<file path="config.mk">
export PLATFORM = sky130hd
export DESIGN_NAME = cable_comp_latch
export DESIGN_NICKNAME = d
export VERILOG_FILES = /design/src/rtl/cclvl_pkg.sv /design/src/rtl/cclvl_classify.sv /design/src/rtl/cclvl_capture_ctrl.sv /design/src/rtl/cclvl_scale.sv /design/src/rtl/cable_comp_latch.sv
export SDC_FILE = /design/constraint.sdc
export NUM_CORES = 1
export LEC_CHECK = 0
export BUFFER_PORTS_ARGS = -buffer_cell sky130_fd_sc_hd__buf_4
export CAP_MARGIN = 40
export CORE_MARGIN = 2
export CORE_UTILIZATION = 57
export DETAILED_ROUTE_END_ITERATION = 7
export GPL_ROUTABILITY_DRIVEN = 0
export PLACE_DENSITY_LB_ADDON = 0.12
export REMOVE_ABC_BUFFERS = 1
export SLEW_MARGIN = 10
export SYNTH_ARGS = -nofsm -noshare
export SYNTH_HDL_FRONTEND = slang
export SYNTH_SLANG_ARGS = --single-unit
</file>
<file path="constraint.sdc">
create_clock -name clk -period 7.68 [get_ports clk]
set_input_delay 0.384 -clock clk [delete_from_list [all_inputs] [get_ports clk]]
set_output_delay 0.384 -clock clk [all_outputs]
set_load 0.005 [all_outputs]
</file>
<file path="src/rtl/cclvl_pkg.sv">
package cclvl_pkg;
  localparam int NUM_LVL = 4;
  localparam int LVL_W   = $clog2(NUM_LVL);
  localparam int NUM_BND = NUM_LVL - 1;

  typedef logic [LVL_W-1:0] lvl_t;

  typedef enum logic [1:0] {
    ST_IDLE = 2'd0,
    ST_CAPT = 2'd1,
    ST_LOCK = 2'd2
  } cap_st_e;
endpackage

</file>
<file path="src/rtl/cclvl_classify.sv">
module cclvl_classify
  import cclvl_pkg::*;
#(
  parameter int CODE_W = 10
) (
  input  logic [CODE_W-1:0]         code,
  input  logic [NUM_BND*CODE_W-1:0] bnds,
  output lvl_t                      lvl
);
  logic [NUM_BND-1:0] hit;

  // one comparator per boundary; a code equal to a boundary counts as reaching it
  for (genvar g = 0; g < NUM_BND; g++) begin : g_cmp
    assign hit[g] = (code >= bnds[g*CODE_W +: CODE_W]);
  end

  always_comb begin
    lvl = '0;
    for (int i = 0; i < NUM_BND; i++) begin
      lvl = lvl + lvl_t'(hit[i]);
    end
  end
endmodule

</file>
<file path="src/rtl/cclvl_capture_ctrl.sv">
module cclvl_capture_ctrl
  import cclvl_pkg::*;
#(
  parameter int TMO_W = 16
) (
  input  logic             clk,
  input  logic             rst_n,
  input  logic             supply_ok,
  input  logic             clr,
  input  logic             meas_vld,
  input  logic [TMO_W-1:0] tmo_lim,
  input  lvl_t             cls_lvl,
  output lvl_t             lvl_q,
  output logic             locked,
  output logic             tmo_flag
);
  cap_st_e          st_q, st_d;
  logic             sup_q;
  logic             rise;
  logic [TMO_W-1:0] cnt_q, cnt_d;
  logic [TMO_W:0]   cnt_inc;
  logic             win_end;
  lvl_t             lvl_d;
  logic             flag_q, flag_d;

  assign rise    = supply_ok & ~sup_q;
  assign cnt_inc = {1'b0, cnt_q} + {{TMO_W{1'b0}}, 1'b1};
  assign win_end = (cnt_inc >= {1'b0, tmo_lim});

  always_comb begin
    st_d   = st_q;
    cnt_d  = cnt_q;
    lvl_d  = lvl_q;
    flag_d = flag_q;
    if (clr) begin
      st_d   = ST_IDLE;
      cnt_d  = '0;
      lvl_d  = '0;
      flag_d = 1'b0;
    end else begin
      unique case (st_q)
        ST_IDLE: begin
          if (rise) begin
            st_d  = ST_CAPT;
            cnt_d = '0;
          end
        end
        ST_CAPT: begin
          if (meas_vld) begin
            st_d  = ST_LOCK;
            lvl_d = cls_lvl;
          end else if (win_end) begin
            st_d   = ST_LOCK;
            lvl_d  = '0;
            flag_d = 1'b1;
          end else begin
            cnt_d = cnt_inc[TMO_W-1:0];
          end
        end
        ST_LOCK: st_d = ST_LOCK;
        default: st_d = ST_IDLE;
      endcase
    end
  end

  always_ff @(posedge clk or negedge rst_n) begin
    if (!rst_n) begin
      st_q   <= ST_IDLE;
      sup_q  <= 1'b0;
      cnt_q  <= '0;
      lvl_q  <= '0;
      flag_q <= 1'b0;
    end else begin
      st_q   <= st_d;
      sup_q  <= supply_ok;
      cnt_q  <= cnt_d;
      lvl_q  <= lvl_d;
      flag_q <= flag_d;
    end
  end

  assign locked   = (st_q == ST_LOCK);
  assign tmo_flag = flag_q;
endmodule

</file>
<file path="src/rtl/cclvl_scale.sv">
module cclvl_scale
  import cclvl_pkg::*;
#(
  parameter int MV_W      = 10,
  parameter int OVP_W     = 12,
  parameter int STEP_MV   = 80,
  parameter int OVP_NUM   = 5,
  parameter int OVP_SHIFT = 2
) (
  input  lvl_t             lvl,
  input  logic             en,
  output logic [MV_W-1:0]  comp_mv,
  output logic [OVP_W-1:0] ovp_ofs
);
  localparam int PROD_W = 32;

  logic [PROD_W-1:0] mv_full;
  logic [PROD_W-1:0] ovp_full;

  always_comb begin
    mv_full  = '0;
    ovp_full = '0;
    if (en) begin
      mv_full  = (PROD_W'(lvl) + PROD_W'(1)) * PROD_W'(STEP_MV);
      ovp_full = (mv_full * PROD_W'(OVP_NUM)) >> OVP_SHIFT;
    end
  end

  assign comp_mv = mv_full[MV_W-1:0];
  assign ovp_ofs = ovp_full[OVP_W-1:0];
endmodule

</file>
<file path="src/rtl/cable_comp_latch.sv">
module cable_comp_latch
  import cclvl_pkg::*;
#(
  parameter int CODE_W    = 10,
  parameter int TMO_W     = 16,
  parameter int MV_W      = 10,
  parameter int OVP_W     = 12,
  parameter int STEP_MV   = 80,
  parameter int OVP_NUM   = 5,
  parameter int OVP_SHIFT = 2
) (
  input  logic              clk,
  input  logic              rst_n,
  input  logic              supply_ok,
  input  logic              clr,
  input  logic [CODE_W-1:0] meas_code,
  input  logic              meas_vld,
  input  logic [CODE_W-1:0] bnd_lo,
  input  logic [CODE_W-1:0] bnd_mid,
  input  logic [CODE_W-1:0] bnd_hi,
  input  logic [TMO_W-1:0]  tmo_lim,
  output logic [1:0]        lvl_code,
  output logic [MV_W-1:0]   comp_mv,
  output logic [OVP_W-1:0]  ovp_ofs,
  output logic              not_ready,
  output logic              tmo_flag
);
  lvl_t cls_lvl;
  lvl_t lvl_q;
  logic locked;

  cclvl_classify #(.CODE_W(CODE_W)) u_cls (
    .code (meas_code),
    .bnds ({bnd_hi, bnd_mid, bnd_lo}),
    .lvl  (cls_lvl)
  );

  cclvl_capture_ctrl #(.TMO_W(TMO_W)) u_ctrl (
    .clk       (clk),
    .rst_n     (rst_n),
    .supply_ok (supply_ok),
    .clr       (clr),
    .meas_vld  (meas_vld),
    .tmo_lim   (tmo_lim),
    .cls_lvl   (cls_lvl),
    .lvl_q     (lvl_q),
    .locked    (locked),
    .tmo_flag  (tmo_flag)
  );

  cclvl_scale #(
    .MV_W(MV_W), .OVP_W(OVP_W), .STEP_MV(STEP_MV),
    .OVP_NUM(OVP_NUM), .OVP_SHIFT(OVP_SHIFT)
  ) u_scale (
    .lvl     (lvl_q),
    .en      (locked),
    .comp_mv (comp_mv),
    .ovp_ofs (ovp_ofs)
  );

  assign lvl_code  = lvl_q;
  assign not_ready = ~locked;
endmodule

</file>
==> impl_metrics.json, run 1 <==
{
  "run_status": "complete, but fails checks",
  "failing_checks": "negative hold slack",
  "share_comb_of_total_power": 0.344,
  "cts_root_buffer": "sky130_fd_sc_hd__clkbuf_8",
  "synth_top_flop_cell": "sky130_fd_sc_hd__dfrtp_1",
  "viasPerCell": 5.36,
  "first_global_vias": 2413,
  "die_w_um": 74.3,
  "synth_compound_area_frac": 0.185,
  "crit_path_end_kind": "register",
  "worst-path-max-fanout": 19,
  "io_buffers": 79,
  "place_worst_setup_slack_ns": 3.91,
  "transition_time_of_the_tightest_slew_check_pin_ns": 0.737,
  "cts_made_buffers": 3,
  "stdcell_count": 480,
  "drtAntennaViolNets": 0,
  "postSynthRegisterBits": 22,
  "fillCellCount": 395,
  "p_per_area_nw_per_um2": 90.6,
  "maxSlewViolCount": 0,
  "drive_gt1_frac": 0.220,
  "via_count": 2572,
  "sequential_cell_area_um2": 551,
  "grt_pass1_wl_um": 10100,
  "slew_headroom": 0.507,
  "hpwlAfterDp_um": 4910,
  "nNetsFinal": 534,
  "required_ns": 7.88,
  "count_of_maximum_capacitance_violations": 0,
  "gr_overflow_total": 0,
  "path_clk_slew_ns": 0.08,
  "antennaDiodeCount": 0,
  "area_growth_pct": 22.2,
  "cts_setup_buffers": 0,
  "number_of_detailed_routing_iterations_run_before_antenna_repair": 4,
  "cts_hold_buf": 0,
  "switching_share": 0.302,
  "clockPowerShare": 0.267,
  "yosys_top_cell_area_share": 0.258,
  "crit_arrival_ns": 4.01,
  "cts_sinks": 22,
  "finalSetupTns_ns": 0,
  "r2r_cells": 13,
  "cp_launch_type": "register",
  "drtIter0Drc": 123,
  "synth-xor-area-share": 0.0529,
  "multiInputGateArea_um2": 1940,
  "worstSetupPathType": "register to register",
  "post_synth_main_area_contributors": "sky130_fd_sc_hd__ha_1, sky130_fd_sc_hd__dfrtp_1, sky130_fd_sc_hd__inv_1",
  "dp.cells": 476,
  "maximum_number_of_pins_on_one_net_before_global_route_repair": 23,
  "detail_route.drc_violations": 0,
  "sequentialPowerShare": 0.389,
  "max_clock_freq_mhz": 262,
  "layout.cells.most_common": "sky130_fd_sc_hd__buf_4",
  "tritoncts": "built",
  "lkg_pwr_nw": 1.83,
  "synthSimpleGateAreaFrac": 0.169,
  "setup-violations-final": 0,
  "globalRouteTotalUtil": 0.228,
  "syn_area_per_cell_um2": 8.18,
  "finalHoldViolations": 22,
  "layout.cell_area.non_filler_um2": 3440,
  "wl_per_cell_um": 12.3,
  "totalPowerFinal_mw": 0.312,
  "ir_drop_uv": 53.8,
  "core-area_um2": 4750,
  "power_report.internal_total_mw": 0.218,
  "number_of_enable_type_register_cells_in_the_synthesized_netlist": 0,
  "critical_path_cell_list": "ha_1 > nand4_1 > nor2_1 > nand3_1 > nor2_1 > xor2_1 > ha_1 > and2_4 > a221o_1 > a31oi_2 > o211ai_2 > nor3_1 > a32o_1",
  "rsz0062_at_grt": "no",
  "synth_largest_area_cell": "sky130_fd_sc_hd__ha_1",
  "finalWorstSetupSlack_ns": 3.87,
  "synth.mux.area_fraction": 0.00756,
  "die_area_um2": 5510,
  "drt_total_wl_um": 5890,
  "synth_cell_type_count": 54,
  "worst_path_largest_cell_delay_ns": 0.52,
  "synth-adder-area-share": 0.265,
  "slowest_cell_on_crit_path": "sky130_fd_sc_hd__nor3_1",
  "i_o_pins": 87,
  "finalClockSkew_ns": 0.00586,
  "syn-instance-count": 344,
  "hold_ws_ns": -0.00863,
  "synth.yosys.seq_area_share": 0.196,
  "start_util": 0.592,
  "area_of_the_mapped_netlist_um2": 2810,
  "dominant_combinational_cell_family_by_area_after_synthesis": "adder cells",
  "clk_path_buf_depth": 2,
  "cts.htree.levels": 1,
  "total_switching_power_mw": 0.0940,
  "antenna_found_initial": 0,
  "fp-row-count": 25,
  "min_period_over_period": 0.496,
  "yosys_synthesis_warning_count": 0,
  "finalCoreUtilization": 0.723,
  "clk_latency_worst_skew_pair_ns": 0.27,
  "post-route-min-period_ns": 3.81,
  "layout_common_cells": "sky130_fd_sc_hd__buf_4, sky130_fd_sc_hd__ha_1, sky130_fd_sc_hd__inv_1",
  "die_height_um": 74.3,
  "hold_class": "primary input to asynchronous set/reset pin",
  "async_flop_share": 1.00,
  "placedInstanceArea_um2": 3380,
  "ctsResizeCount": 0
}
cells by family after synthesis:
kind of cell / Yosys count
other: 1
muxes: 2
buffers and inverters: 78
and+or+nand+nor: 94
xor gates and xnor gates: 17
AOI/OAI and AO/OA: 71
adders and majority gates: 59
DFF: 22
worst max-delay path, delay by kind of cell (launching register included):
family,cells,cell delay (ns)
fa+ha+maj,2,0.56
xor+xnor,1,0.24
flops,1,0.44
simple gates,6,1.45
compound gates,4,1.03
registers in the layout (all words and copies together) (netlist names):
register,flops
u_ctrl.lvl_q,2
u_ctrl.tmo_flag,1
u_ctrl.cnt_q,16
u_ctrl.sup_q,1
u_ctrl.st_q,2
final timing paths:
| path | start | end | slack [ns] |
|---|---|---|---|
| max | u_ctrl.cnt_q[0] | u_ctrl.cnt_q[6] | 3.87 |
| min | rst_n | u_ctrl.cnt_q[4] | -0.009 |
| max reg2reg | u_ctrl.cnt_q[0] | u_ctrl.cnt_q[6] | 3.87 |
| min reg2reg | u_ctrl.tmo_flag | u_ctrl.tmo_flag | 0.54 |
| max in group asynchronous | rst_n | u_ctrl.cnt_q[9] | 7.47 |
| min in group clk | supply_ok | u_ctrl.sup_q | 0.23 |
power by group through the flow:
stage / clock network [mW] / registers [mW] / logic (mW)
floorplan: 0 / 0.123 / 0.0588
global placement: 0 / 0.123 / 0.104
detailed placement: 0 / 0.124 / 0.108
CTS: 0.0849 / 0.121 / 0.109
global route: 0.0910 / 0.122 / 0.125
finish: 0.0834 / 0.121 / 0.107
cells in the mapped netlist, drive strengths merged (2+ instances only):
cell type	instances
o211ai	3
nor3	5
nand4	4
clkbuf	5
a2111oi	4
o21ai	9
o311ai	10
nand2	18
nand2b	12
nor2	24
or2	2
o21a	3
inv	57
ha	58
and2	4
nand3	16
o31ai	11
a31oi	2
a211oi	2
o2bb2ai	3
o22ai	2
buf	16
a21o	3
and3	3
xor2	6
nor2b	3
a21oi	12
dfrtp	22
xnor2	11
layout make-up:
class / instances / area share
Multi-Input combinational cell: 250 / 0.563
Timing Repair Buffer: 80 / 0.175
Sequential cell: 22 / 0.160
Inverter: 57 / 0.0622
Tap cell: 67 / 0.0244
Clock buffer: 4 / 0.0160
layer usage:
metal / track usage / up-vias / share of wire
met5: 0 / - / 0
met4: 0.0754 / 0 / 0.021
met3: 0.0244 / 11 / 0.047
met2: 0.397 / 78 / 0.48
met1: 0.295 / 1166 / 0.45
li1: - / 1317 / -
No activity file was read; power rests on OpenSTA's default activity.
==> inputs of run 2 (changes only) <==
Settings changed: CORE_UTILIZATION 57 to 48.
Clock period 7.68 ns to 3.3 ns, I/O delays scaled along.
==> run 2 against run 1 <==
  * The flow now finishes without violations
  * Critical endpoint unchanged
  * Register-to-register slack worse by 3.8 ns
  * Largest cell class unchanged
  * Sequential share of layout area shrank 1.4 points
  * Largest power group unchanged
  * Clock skew down 0.0011 ns
==> impl_metrics.json, run 2 (synthesized netlist as in run 1, its figures left out) <==
{
  "run_status": "complete, no violations",
  "sequential_cell_area_um2": 551,
  "worstPathBufferInverterCount": 1,
  "antenna_found_initial": 0,
  "crit_path_end_kind": "register",
  "min_period_over_period": 0.974,
  "tritoncts": "built",
  "largest_registers": "u_ctrl.cnt_q x16, u_ctrl.lvl_q x2, u_ctrl.st_q x2",
  "area_growth_pct": 33.5,
  "finalSetupTns_ns": 0,
  "globalRouteTotalUtil": 0.208,
  "maximum_number_of_pins_on_one_net_before_global_route_repair": 23,
  "lkg_pwr_nw": 1.98,
  "hold_class": "primary input to register",
  "maxSlewViolCount": 0,
  "hpwlAfterDp_um": 5410,
  "transition_time_of_the_tightest_slew_check_pin_ns": 0.681,
  "nNetsFinal": 560,
  "core-area_um2": 5570,
  "stdcell_count": 511,
  "required_ns": 3.47,
  "die_w_um": 80.6,
  "met2_usage": 0.381,
  "clk_path_buf_depth": 2,
  "crit_arrival_ns": 3.38,
  "wl_per_cell_um": 13.1,
  "rsz0062_at_grt": "yes",
  "cts.htree.levels": 1,
  "totalPowerFinal_mw": 0.805,
  "count_of_maximum_capacitance_violations": 0,
  "reg2reg_setup_slack_ns": 0.08,
  "clk_latency_worst_skew_pair_ns": 0.27,
  "critical_path_cell_list": "and3_1 > nand3_1 > nor2_1 > nand3_1 > xnor2_1 > ha_1 > and2_4 > a221o_1 > a31oi_2 > buf_4 > nand2_2 > or4_1 > a32o_1",
  "io_buffers": 79,
  "dp.cells": 500,
  "grt_pass1_wl_um": 10800,
  "finalClockSkew_ns": 0.00475,
  "use_met1": 0.262,
  "cts_root_buffer": "sky130_fd_sc_hd__clkbuf_8",
  "largest_register_ffs": 16,
  "setup-violations-final": 0,
  "path_clk_slew_ns": 0.09,
  "layout_common_cells": "sky130_fd_sc_hd__buf_4, sky130_fd_sc_hd__inv_1, sky130_fd_sc_hd__ha_1",
  "drtAntennaViolNets": 0,
  "gr_overflow_total": 0,
  "grt.busiest_layer": "met2",
  "fillCellCount": 492,
  "slew_headroom": 0.534,
  "multiInputGateArea_um2": 2040,
  "number_of_detailed_routing_iterations_run_before_antenna_repair": 6,
  "worstSetupPathType": "register to register",
  "ir_drop_uv": 164,
  "gate_family_responsible_for_the_most_delay_along_the_worst_path": "simple AND/OR/NAND/NOR gates",
  "post-route-min-period_ns": 3.22,
  "start_util": 0.505,
  "drive_gt1_frac": 0.301,
  "via_count": 2724,
  "worst_path_largest_cell_delay_ns": 0.43,
  "largest_register": "u_ctrl.cnt_q",
  "i_o_pins": 87,
  "layout.cells.most_common": "sky130_fd_sc_hd__buf_4",
  "fp-row-count": 27,
  "viasPerCell": 5.33,
  "die_area_um2": 6490,
  "cts_made_buffers": 3,
  "die_height_um": 80.6,
  "max_clock_freq_mhz": 311,
  "detail_route.drc_violations": 0,
  "cp_launch_type": "register",
  "drt_total_wl_um": 6700,
  "first_global_vias": 2489,
  "p_per_area_nw_per_um2": 214,
  "drtIter0Drc": 165,
  "library_cell_appearing_most_often_on_the_critical_path": "sky130_fd_sc_hd__nand3_1",
  "cts_sinks": 22,
  "worst-path-max-fanout": 5,
  "antennaDiodeCount": 0,
  "gr-usage-met3": 0.0180,
  "finalHoldViolations": 0,
  "slowest_cell_on_crit_path": "sky130_fd_sc_hd__dfrtp_1"
}
## run 2: changes by cell type in the layout (fill, tap and decap cells not counted), moves of 2 or more
cell	before	now
sky130_fd_sc_hd__nor2_2	0	2
sky130_fd_sc_hd__nand3_1	16	13
sky130_fd_sc_hd__o311ai_0	4	2
sky130_fd_sc_hd__nand3_2	0	3
sky130_fd_sc_hd__buf_4	80	104
sky130_fd_sc_hd__nor2_1	24	22
sky130_fd_sc_hd__o31ai_2	0	6
sky130_fd_sc_hd__o31ai_1	11	5
## run 2: area by class of cell
| type | count | area share |
|---|---|---|
| Inverter | 57 | 0.0569 |
| Clock inverter | 1 | 0.00799 |
| Sequential cell | 22 | 0.147 |
| Clock buffer | 3 | 0.0110 |
| Multi-Input combinational cell | 251 | 0.543 |
| Timing Repair Buffer | 105 | 0.210 |
| Tap cell | 72 | 0.0240 |
## run 2: power breakdown
part	switching [mW]	total, mW	leakage (nW)	internal [mW]
registers	0.00674	0.281	0.304	0.275
clock network	0.0965	0.259	0.0357	0.162
logic	0.131	0.265	1.64	0.133
## run 2: final timing paths
kind | start | end | cells past startpoint
hold reg to reg | u_ctrl.tmo_flag | u_ctrl.tmo_flag | 2
max in group asynchronous | rst_n | u_ctrl.cnt_q[0] | 2
setup reg to reg | u_ctrl.cnt_q[3] | u_ctrl.cnt_q[6] | 13
min in group asynchronous | rst_n | u_ctrl.cnt_q[3] | 2
setup / recovery | u_ctrl.cnt_q[3] | u_ctrl.cnt_q[6] | 13
hold / removal | supply_ok | u_ctrl.sup_q | 1
## run 2: metrics by stage
| step | hold WS [ns] | setup WS (ns) | utilization | instance area, um^2 |
|---|---|---|---|---|
| final | 0.00984 | 0.0849 | 0.674 | 3760 |
| after global routing | 0.000377 | -0.0961 | 0.674 | 3760 |
| after CTS | 0.00584 | 0.0101 | 0.650 | 3620 |
| after detailed placement | 0.0723 | -0.0349 | 0.634 | 3530 |
| after global placement | 0.0711 | 0.118 | 0.634 | 3530 |
| after floorplan | -0.131 | 0.0815 | - | 2700 |
## run 2: routing by layer
layer	vias to the layer above	part of all wire
met5	-	0
met3	10	0.052
met1	1243	0.43
li1	1374	-
met4	0	0.016
met2	97	0.50
## run 2: timing repair
action / in CTS / in global routing
hold endpoints to repair: 22 / 0
endpoints found under the setup margin: 11 / 21
gates cloned: 0 / 1
pin swaps: 0 / 8
setup buffers: 0 / 5
hold buffers: 1 / 0
gates resized for setup: 1 / 20
